`config.mk`:
```
export PLATFORM = sky130hd
export DESIGN_NAME = ext_irq_sense
export DESIGN_NICKNAME = d
export VERILOG_FILES = /design/src/rtl/eis_pkg.sv /design/src/rtl/eis_sync.sv /design/src/rtl/eis_pin.sv /design/src/rtl/eis_wake.sv /design/src/rtl/ext_irq_sense.sv
export SDC_FILE = /design/constraint.sdc
export NUM_CORES = 1
export LEC_CHECK = 0
export BUFFER_PORTS_ARGS = -buffer_cell sky130_fd_sc_hd__buf_2
export CAP_MARGIN = 20
export CORE_MARGIN = 3
export CORE_UTILIZATION = 52
export DETAILED_ROUTE_END_ITERATION = 6
export PLACE_DENSITY = 0.78
export SETUP_SLACK_MARGIN = 0.5
export SLEW_MARGIN = 20
export SYNTH_ARGS = -nofsm -noshare
export SYNTH_HDL_FRONTEND = slang
export SYNTH_SLANG_ARGS = --single-unit
```
`constraint.sdc`:
```
create_clock -name clk -period 1.64 [get_ports clk]
set_input_delay 0.328 -clock clk [delete_from_list [all_inputs] [get_ports clk]]
set_output_delay 0.328 -clock clk [all_outputs]
set_load 0.02 [all_outputs]
```
`src/rtl/eis_pkg.sv`:
```
package eis_pkg;

  typedef enum logic [1:0] {
    SNS_LOW  = 2'b00,
    SNS_ANY  = 2'b01,
    SNS_FALL = 2'b10,
    SNS_RISE = 2'b11
  } sense_e;

  // True when the pair (previous, current) forms the event the mode selects.
  function automatic logic edge_hit(sense_e mode, logic cur, logic prv);
    case (mode)
      SNS_ANY:  return cur ^ prv;
      SNS_FALL: return prv & ~cur;
      SNS_RISE: return ~prv & cur;
      default:  return 1'b0;
    endcase
  endfunction

endpackage

```
`src/rtl/eis_sync.sv`:
```
module eis_sync #(
  parameter int W      = 3,
  parameter int STAGES = 2
) (
  input  logic         clk,
  input  logic         rst,
  input  logic [W-1:0] d_i,
  output logic [W-1:0] q_o
);

  logic [W-1:0] stg [STAGES];

  always_ff @(posedge clk) begin
    if (rst) begin
      for (int k = 0; k < STAGES; k++) stg[k] <= '0;
    end else begin
      stg[0] <= d_i;
      for (int k = 1; k < STAGES; k++) stg[k] <= stg[k-1];
    end
  end

  assign q_o = stg[STAGES-1];

endmodule

```
`src/rtl/eis_pin.sv`:
```
module eis_pin
  import eis_pkg::*;
(
  input  logic       clk,
  input  logic       rst,
  input  logic       ready_i,
  input  logic       cur_i,
  input  logic [1:0] mode_i,
  input  logic       en_i,
  input  logic       ack_i,
  output logic       req_o,
  output logic       pend_o
);

  sense_e mode, mode_q;
  logic   prv, flag, flag_nxt, hit, lvl, chg;

  assign mode = sense_e'(mode_i);
  assign hit  = ready_i & edge_hit(mode, cur_i, prv);
  assign lvl  = ready_i & (mode == SNS_LOW) & ~cur_i;
  assign chg  = (mode != mode_q);

  // Mode change beats a new event, which beats an acknowledge.
  always_comb begin
    if (chg)      flag_nxt = 1'b0;
    else if (hit) flag_nxt = 1'b1;
    else if (ack_i) flag_nxt = 1'b0;
    else          flag_nxt = flag;
  end

  always_ff @(posedge clk) begin
    if (rst) begin
      prv    <= 1'b0;
      mode_q <= SNS_LOW;
      flag   <= 1'b0;
      req_o  <= 1'b0;
    end else begin
      prv    <= cur_i;
      mode_q <= mode;
      flag   <= flag_nxt;
      req_o  <= en_i & (lvl | flag_nxt);
    end
  end

  assign pend_o = flag;

  AST_LEVEL_REQ: assert property (@(posedge clk) disable iff (rst)
    (ready_i && en_i && mode == SNS_LOW && !cur_i) |=> req_o);
  AST_MASK_BLOCKS: assert property (@(posedge clk) disable iff (rst)
    !en_i |=> !req_o);
  AST_MODE_CHANGE_CLEARS: assert property (@(posedge clk) disable iff (rst)
    (mode != mode_q) |=> !pend_o);
  AST_ACK_KEEPS_EVENT: assert property (@(posedge clk) disable iff (rst)
    (hit && ack_i && !chg) |=> pend_o);
  AST_QUIET_WARMUP: assert property (@(posedge clk) disable iff (rst)
    !ready_i |=> !pend_o);

endmodule

```
`src/rtl/eis_wake.sv`:
```
module eis_wake
  import eis_pkg::*;
#(
  parameter int N = 3
) (
  input  logic              clk,
  input  logic              rst,
  input  logic              ready_i,
  input  logic              tick_i,
  input  logic [N-1:0]      cur_i,
  input  logic [N-1:0][1:0] mode_i,
  input  logic [N-1:0]      en_i,
  output logic              wake_o
);

  logic [N-1:0] smp;
  logic [N-1:0] cond;
  logic         primed;
  logic         take;

  assign take = tick_i & ready_i;

  for (genvar i = 0; i < N; i++) begin : g_cond
    always_comb begin
      if (sense_e'(mode_i[i]) == SNS_LOW)
        cond[i] = en_i[i] & ~cur_i[i] & ~smp[i];
      else
        cond[i] = en_i[i] & edge_hit(sense_e'(mode_i[i]), cur_i[i], smp[i]);
    end
  end

  always_ff @(posedge clk) begin
    if (rst) begin
      smp    <= '0;
      primed <= 1'b0;
      wake_o <= 1'b0;
    end else if (take) begin
      smp    <= cur_i;
      primed <= 1'b1;
      wake_o <= primed & (|cond);
    end
  end

  AST_WAKE_ON_TICK_ONLY: assert property (@(posedge clk) disable iff (rst)
    !take |=> $stable(wake_o));
  AST_WAKE_NOT_FIRST: assert property (@(posedge clk) disable iff (rst)
    (take && !primed) |=> !wake_o);

endmodule

```
`src/rtl/ext_irq_sense.sv`:
```
module ext_irq_sense
  import eis_pkg::*;
#(
  parameter int N_FULL      = 2,
  parameter int CTRL_W      = 8,
  parameter int SYNC_STAGES = 2
) (
  input  logic                clk,
  input  logic                rst,
  input  logic [N_FULL:0]     pin_i,
  input  logic                ctrl_we_i,
  input  logic [CTRL_W-1:0]   ctrl_wdata_i,
  output logic [CTRL_W-1:0]   ctrl_rdata_o,
  input  logic                edge_rise_i,
  input  logic                gie_i,
  input  logic [N_FULL:0]     mask_i,
  input  logic [N_FULL:0]     ack_i,
  input  logic                slow_tick_i,
  output logic [N_FULL:0]     irq_o,
  output logic                wake_o
);

  localparam int N_PINS   = N_FULL + 1;
  localparam int FLD_W    = 2;
  localparam int WARM_MAX = SYNC_STAGES + 1;
  localparam int CNT_W    = $clog2(WARM_MAX + 1);

  logic [CTRL_W-1:0]         ctrl_q;
  logic [CNT_W-1:0]          warm;
  logic                      ready;
  logic [N_PINS-1:0]         pin_s;
  logic [N_PINS-1:0][1:0]    mode;
  logic [N_PINS-1:0]         en;
  logic [N_PINS-1:0]         pend;

  always_ff @(posedge clk) begin
    if (rst)            ctrl_q <= '0;
    else if (ctrl_we_i) ctrl_q <= ctrl_wdata_i;
  end
  assign ctrl_rdata_o = ctrl_q;

  // Hold off event detection until the synchroniser and history flop are valid.
  always_ff @(posedge clk) begin
    if (rst)        warm <= '0;
    else if (!ready) warm <= warm + 1'b1;
  end
  assign ready = (warm == CNT_W'(WARM_MAX));

  eis_sync #(.W(N_PINS), .STAGES(SYNC_STAGES)) u_sync (
    .clk (clk),
    .rst (rst),
    .d_i (pin_i),
    .q_o (pin_s)
  );

  for (genvar i = 0; i < N_PINS; i++) begin : g_mode
    if (i < N_FULL) begin : g_full
      assign mode[i] = ctrl_q[FLD_W*i +: FLD_W];
    end else begin : g_edge_only
      assign mode[i] = edge_rise_i ? SNS_RISE : SNS_FALL;
    end
  end

  assign en = {N_PINS{gie_i}} & mask_i;

  for (genvar i = 0; i < N_PINS; i++) begin : g_pin
    eis_pin u_pin (
      .clk     (clk),
      .rst     (rst),
      .ready_i (ready),
      .cur_i   (pin_s[i]),
      .mode_i  (mode[i]),
      .en_i    (en[i]),
      .ack_i   (ack_i[i]),
      .req_o   (irq_o[i]),
      .pend_o  (pend[i])
    );
  end

  eis_wake #(.N(N_PINS)) u_wake (
    .clk     (clk),
    .rst     (rst),
    .ready_i (ready),
    .tick_i  (slow_tick_i),
    .cur_i   (pin_s),
    .mode_i  (mode),
    .en_i    (en),
    .wake_o  (wake_o)
  );

  AST_CTRL_RESET: assert property (@(posedge clk)
    rst |=> (ctrl_rdata_o == '0));
  AST_EDGE_ONLY_NOT_LEVEL: assert property (@(posedge clk) disable iff (rst)
    (ready && !pend[N_FULL] && !ack_i[N_FULL]) |=> !(irq_o[N_FULL] && !pend[N_FULL]));

endmodule

```
==> flow_metrics.env, run 1 <==
export IMPL_layout_common_cells="buf_2, dfxtp_1, buf_6"
export IMPL_layout_nets=240
export IMPL_grt_setup_unrepaired="true"
export IMPL_via_per_inst=5.26
export IMPL_p_leak_uw=0.000903
export IMPL_dieArea_um2=3670
export IMPL_critPathSlowestCell="dfxtp_4"
export IMPL_synth_top_family_by_area="simple AND/OR/NAND/NOR gates"
export IMPL_vdd_drop_max_uv=567
export IMPL_worst_pin_slew_ns=0.269
export IMPL_r2r_slack_ns=0.35
export IMPL_clockBufferDepth=2
export IMPL_ys_flop_type="dfxtp_1"
export IMPL_io_buffers=34
export IMPL_diodes=0
export IMPL_insertion_delay_ns=0.35
export IMPL_crit_fanout=6
export IMPL_cp_common_cell="a21oi_2"
export IMPL_instances_no_fill=240
export IMPL_syn_inst=164
export IMPL_ant_nets=0
export IMPL_met3_usage=0.0830
export IMPL_cts_buffers_inserted=5
export IMPL_drt_iter0_drc=42
export IMPL_grt_remaining_overflow=0
export IMPL_cp_data_arrival_time_ns=1.54
export IMPL_max_stage_delay_ns=0.40
export IMPL_wl_mm=3.36
export IMPL_drcViolationCount=0
export IMPL_hp_class="in -> reg"
export IMPL_nFillCells=185
export IMPL_synth_async_reset_ratio=0
export IMPL_place_inst=218
export IMPL_grt_max_degree=17
export IMPL_io_pins=35
export IMPL_grt_pass1_vias=1226
export IMPL_synth_cell_type_count=34
export IMPL_layout_commonest_cell="buf_2"
export IMPL_ys_ff_latch=36
export IMPL_cp_cell_sequence="inv_4 -> ha_2 -> and4b_1 -> a21oi_2 -> a21oi_2 -> o211a_1"
export IMPL_cts_root_buf="clkbuf_4"
export IMPL_die_y_um=60.6
export IMPL_muxShareOfSynthArea=0.0582
export IMPL_p_per_area_nw_per_um2=827
export IMPL_post_place_ws_ns=0.273
export IMPL_slew_viol_final=0
export IMPL_finalHoldViolCount=0
export IMPL_relSlewSlack=0.819
export IMPL_cts_tree="done"
export IMPL_tns_ns=0
export IMPL_place_congestion=0.752
export IMPL_cts_sinks=36
export IMPL_yosys_area_top_type_share=0.465
export IMPL_synth_area_top_cells="dfxtp_1, ha_1, mux2i_1"
export IMPL_dr_total_vias=1262
export IMPL_cp_num_buf_inv=1
export IMPL_grt_antenna_before_repair=0
export IMPL_firstDrtPassIters=4
export IMPL_crit_path_start_kind="register"
export IMPL_grt_use_total=0.207
export IMPL_fin_ws_ns=0.352
export IMPL_wl_per_cell_um=14.0
export IMPL_yosysWarnings=0
export IMPL_worst_clock_skew_ns=0.00601
export IMPL_status="completed"
export IMPL_crit_type="reg -> reg"
export IMPL_maxCapViolations=0
export IMPL_crit_required_ns=1.89
export IMPL_fin_crit_ns=1.29
export IMPL_finalSetupViolCount=0
export IMPL_cp_end_kind="register"
export IMPL_cts_max_level=2
export IMPL_synth_edf_count=0
export IMPL_drive_gt1_frac=0.474
export IMPL_initial_core_util=0.552
export IMPL_met1_usage=0.227
export IMPL_synth_area_per_cell_um2=9.45
export IMPL_coreArea_um2=2810
export IMPL_synth_xor_area_frac=0.0339
export IMPL_period_share=0.785
export IMPL_synth_top_cell_by_area="dfxtp_1"
export IMPL_ys_seq_area_frac=0.465
export IMPL_synth_compound_area_share=0.0921
export IMPL_grt_pass1_wl_mm=5.41
export IMPL_syn_nets=196
export IMPL_rows=19
export IMPL_place_hpwl_mm=2.16
export IMPL_synth_area_um2=1550
export IMPL_max_freq_mhz=777
export IMPL_die_w_um=60.6
export IMPL_grt_busiest_layer="met2"
export IMPL_path_clk_slew_ns=0.11
export IMPL_syn_to_final_growth_pct=35.9
export IMPL_critPathTopFamily="flip-flops"
export IMPL_synth_simple_area_share=0.210
export IMPL_use_met2=0.350
export IMPL_synthAdderAreaFrac=0.0727
[flip-flops by register name (all words and copies together) (netlist names)]
signal              count
ctrl_rdata_o            8
g_pin.u_pin.mode_q      6
g_pin.u_pin.pend_o      3
g_pin.u_pin.prv         3
g_pin.u_pin.req_o       3
u_sync.stg              6
u_wake.primed           1
u_wake.smp              3
u_wake.wake_o           1
warm                    2
[final cells by class]
| class | instances | area [um^2] | share of cell area |
|---|---|---|---|
| clock buffer | 6 | 51.3 | 0.0244 |
| clock inverter | 2 | 10.0 | 0.00475 |
| inverter | 11 | 46.3 | 0.0220 |
| multi-input combinational | 105 | 835 | 0.396 |
| sequential | 36 | 759 | 0.361 |
| tap | 31 | 38.8 | 0.0184 |
| timing repair buffer | 49 | 365 | 0.173 |
[layer usage]
metal | share of wire | wire (um)
met1 | 0.41 | 1390
met2 | 0.51 | 1700
met3 | 0.064 | 214
met4 | 0.016 | 53
met5 | 0 | 0
[cells by family after synthesis]
group,count (synthesis)
AOI/OAI and AO/OA,21
DFF,36
muxes,9
buffers and inverters,23
adders and majority gates,9
and+or+nand+nor,60
xor gates and xnor gates,6
[synth_stat cells (2+ instances only)]
master     number
ha_1            9
nor4_1          2
xnor2_1         5
buf_2           6
o2111ai_1       2
a21oi_1        11
nor2_1         13
nand2b_1        5
nand2_1        10
and4b_1         2
nand3_1         8
clkbuf_1        2
mux2i_1         9
nor2b_1        12
buf_4           3
inv_1          11
o21ai_0         2
dfxtp_1        36
[path summary, 6_finish.rpt]
check / start / to / cells after the start
worst min-delay path: pin_i[1] / u_sync.stg[0][1]$_SDFF_PP0_ / 2
worst min register to register: u_sync.stg[0][0]$_SDFF_PP0_ / u_sync.stg[0][3]$_SDFF_PP0_ / 1
worst max register to register: u_sync.stg[0][4]$_SDFF_PP0_ / g_pin[1].u_pin.req_o$_SDFF_PP0_ / 6
worst max-delay path: u_sync.stg[0][4]$_SDFF_PP0_ / g_pin[1].u_pin.req_o$_SDFF_PP0_ / 6
[per-stage QoR]
stage	instance area (um^2)	power (uW)	hold WS, ns	utilization
2_1_floorplan	1590	1110	0.414	-
3_3_place_gp	1730	1160	0.420	0.616
3_5_place_dp	1730	1180	0.432	0.616
4_1_cts	2020	1730	0.173	0.719
5_1_grt	2110	1840	0.179	0.751
6_report	2110	1740	0.185	0.751
[repair_timing]
item	CTS	global route
hold buffers	0	0
pin swaps	4	9
gates resized for setup	47	20
setup buffers	13	1
endpoints found under the setup margin	21	21
[report_power, final]
part	total [uW]	switching (uW)	internal [uW]
registers	951	36.0	915
logic	297	143	154
clock network	494	290	204
total	1740	469	1270
Power figures use the tool's default switching activity.
==> run 2, diff against run 1 <==
==> constraint.sdc (replaced) <==
create_clock -name clk -period 1.2 [get_ports clk]
set_input_delay 0.24 -clock clk [delete_from_list [all_inputs] [get_ports clk]]
set_output_delay 0.24 -clock clk [all_outputs]
set_load 0.02 [all_outputs]
==> flow_metrics.env, run 2 (same netlist as run 1, synthesis figures left out) <==
export IMPL_status="complete, but fails checks"
export IMPL_violations="setup timing"
export IMPL_wl_mm=4.46
export IMPL_cp_num_buf_inv=1
export IMPL_syn_to_final_growth_pct=55.3
export IMPL_max_freq_mhz=751
export IMPL_cts_buffers_inserted=5
export IMPL_grt_setup_unrepaired="true"
export IMPL_critPathTopFamily="flip-flops"
export IMPL_cp_end_kind="register"
export IMPL_post_place_ws_ns=-0.101
export IMPL_crit_path_start_kind="register"
export IMPL_cp_data_arrival_time_ns=1.57
export IMPL_max_stage_delay_ns=0.42
export IMPL_via_per_inst=5.66
export IMPL_finalHoldViolCount=0
export IMPL_initial_core_util=0.552
export IMPL_clockBufferDepth=2
export IMPL_wl_per_cell_um=17.6
export IMPL_cp_common_cell="a21oi_2"
export IMPL_ant_nets=0
export IMPL_r2r_end="g_pin[1].u_pin.req_o$_SDFF_PP0_"
export IMPL_cts_hold_buffers=0
export IMPL_crit_type="reg -> reg"
export IMPL_reg2regPathDepth=6
export IMPL_grt_use_total=0.226
export IMPL_crit_fanout=5
export IMPL_cts_max_level=2
export IMPL_diodes=0
export IMPL_layout_common_cells="buf_6, buf_2, dfxtp_1, buf_4"
export IMPL_largest_register_ffs=8
export IMPL_placed_area_um2=1830
export IMPL_die_y_um=60.6
export IMPL_rows=19
export IMPL_cts_tree="done"
export IMPL_period_share=1.11
export IMPL_hp_start="pin_i[1]"
export IMPL_place_hpwl_mm=2.36
export IMPL_r2r_slack_ns=-0.13
export IMPL_slew_viol_final=0
export IMPL_grt_pass1_wl_mm=6.03
export IMPL_grt_pass1_vias=1374
export IMPL_place_congestion=0.818
export IMPL_worst_clock_skew_ns=0.0165
export IMPL_cts_sinks=36
export IMPL_layout_commonest_cell="buf_6"
export IMPL_maxCapViolations=0
export IMPL_firstDrtPassIters=4
export IMPL_die_w_um=60.6
export IMPL_min_delay_worst_endpoint="u_sync.stg[0][1]$_SDFF_PP0_"
export IMPL_p_per_area_nw_per_um2=1130
export IMPL_layout_nets=254
export IMPL_grt_max_degree=14
export IMPL_vdd_drop_max_uv=1090
export IMPL_insertion_delay_ns=0.34
export IMPL_cts_root_buf="clkbuf_4"
export IMPL_finalSetupViolCount=4
export IMPL_grt_antenna_before_repair=0
export IMPL_drive_gt1_frac=0.556
export IMPL_fin_area_um2=2410
export IMPL_grt_remaining_overflow=0
export IMPL_io_buffers=34
export IMPL_cp_cell_sequence="inv_4 -> ha_4 -> and4b_1 -> a21oi_2 -> a21oi_2 -> o211a_1"
export IMPL_coreArea_um2=2810
export IMPL_tns_ns=-0.396
export IMPL_drcViolationCount=0
export IMPL_dieArea_um2=3670
export IMPL_io_pins=35
export IMPL_fin_crit_ns=1.33
export IMPL_path_clk_slew_ns=0.11
export IMPL_dr_total_vias=1438
export IMPL_worst_pin_slew_ns=0.281
export IMPL_drt_iter0_drc=63
export IMPL_critPathSlowestCell="dfxtp_4"
export IMPL_relSlewSlack=0.811
export IMPL_fin_ws_ns=-0.131
export IMPL_holdPathStages=2
export IMPL_timing_rr_start="u_sync.stg[0][4]$_SDFF_PP0_"
export IMPL_p_leak_uw=0.00102
export IMPL_crit_required_ns=1.43
export IMPL_hp_class="in -> reg"
## run 2: worst register-to-register path, stage by stage (launching register included)
cell     delay (ns)
dfxtp_4        0.42
inv_4          0.07
ha_4           0.15
and4b_1        0.19
a21oi_2        0.14
a21oi_2        0.08
o211a_1        0.20
## run 2: power breakdown
| group | switching [uW] | internal, uW |
|---|---|---|
| Clock | 402 | 437 |
| Combinational | 262 | 301 |
| Sequential | 54.8 | 1250 |
## run 2: routing by layer
| layer | global-route usage | part of all wire |
|---|---|---|
| met1 | 0.236 | 0.38 |
| met2 | 0.394 | 0.54 |
| met3 | 0.0872 | 0.052 |
| met4 | 0.115 | 0.032 |
| met5 | 0 | 0 |
## run 2: worst max-delay path by stage
stage | slack, ns | end | from | depth (start not counted)
global placement | -0.05 | u_wake.wake_o$_SDFFE_PP0P_ | u_wake.smp[1]$_SDFFE_PP0P_ | 6
CTS | -0.1 | u_wake.wake_o$_SDFFE_PP0P_ | ctrl_rdata_o[3]$_SDFFE_PP0P_ | 5
finish | -0.13 | g_pin[1].u_pin.req_o$_SDFF_PP0_ | u_sync.stg[0][4]$_SDFF_PP0_ | 6
floorplan | -0.02 | u_wake.wake_o$_SDFFE_PP0P_ | u_sync.stg[0][4]$_SDFF_PP0_ | 5
global route | -0.20 | g_pin[1].u_pin.req_o$_SDFF_PP0_ | u_sync.stg[0][4]$_SDFF_PP0_ | 6
detailed placement | -0.10 | u_wake.wake_o$_SDFFE_PP0P_ | u_wake.smp[1]$_SDFFE_PP0P_ | 6
## run 2: layout make-up
cell class | count | area, um^2
Tap cell | 31 | 38.8
Inverter | 11 | 48.8
Fill cell | 150 | 399
Multi-Input combinational cell | 105 | 962
Sequential cell | 36 | 764
Clock inverter | 2 | 35.0
Clock buffer | 6 | 41.3
Timing Repair Buffer | 63 | 515
## run 2: timing repair
item / CTS / global route
endpoints found under the hold margin: 0 / 0
buffers inserted: 13 / 5
pin swaps: 14 / 18
setup endpoints to repair: 29 / 38
resized for setup: 56 / 35
## run 2: metrics by stage
stage	util	hold WS [ns]	total power, uW	cells
after floorplan	-	0.353	1550	164
after global placement	0.653	0.419	1640	228
after detailed placement	0.653	0.435	1670	228
after CTS	0.778	0.100	2580	249
after global routing	0.858	0.107	2830	254
final	0.858	0.115	2710	254
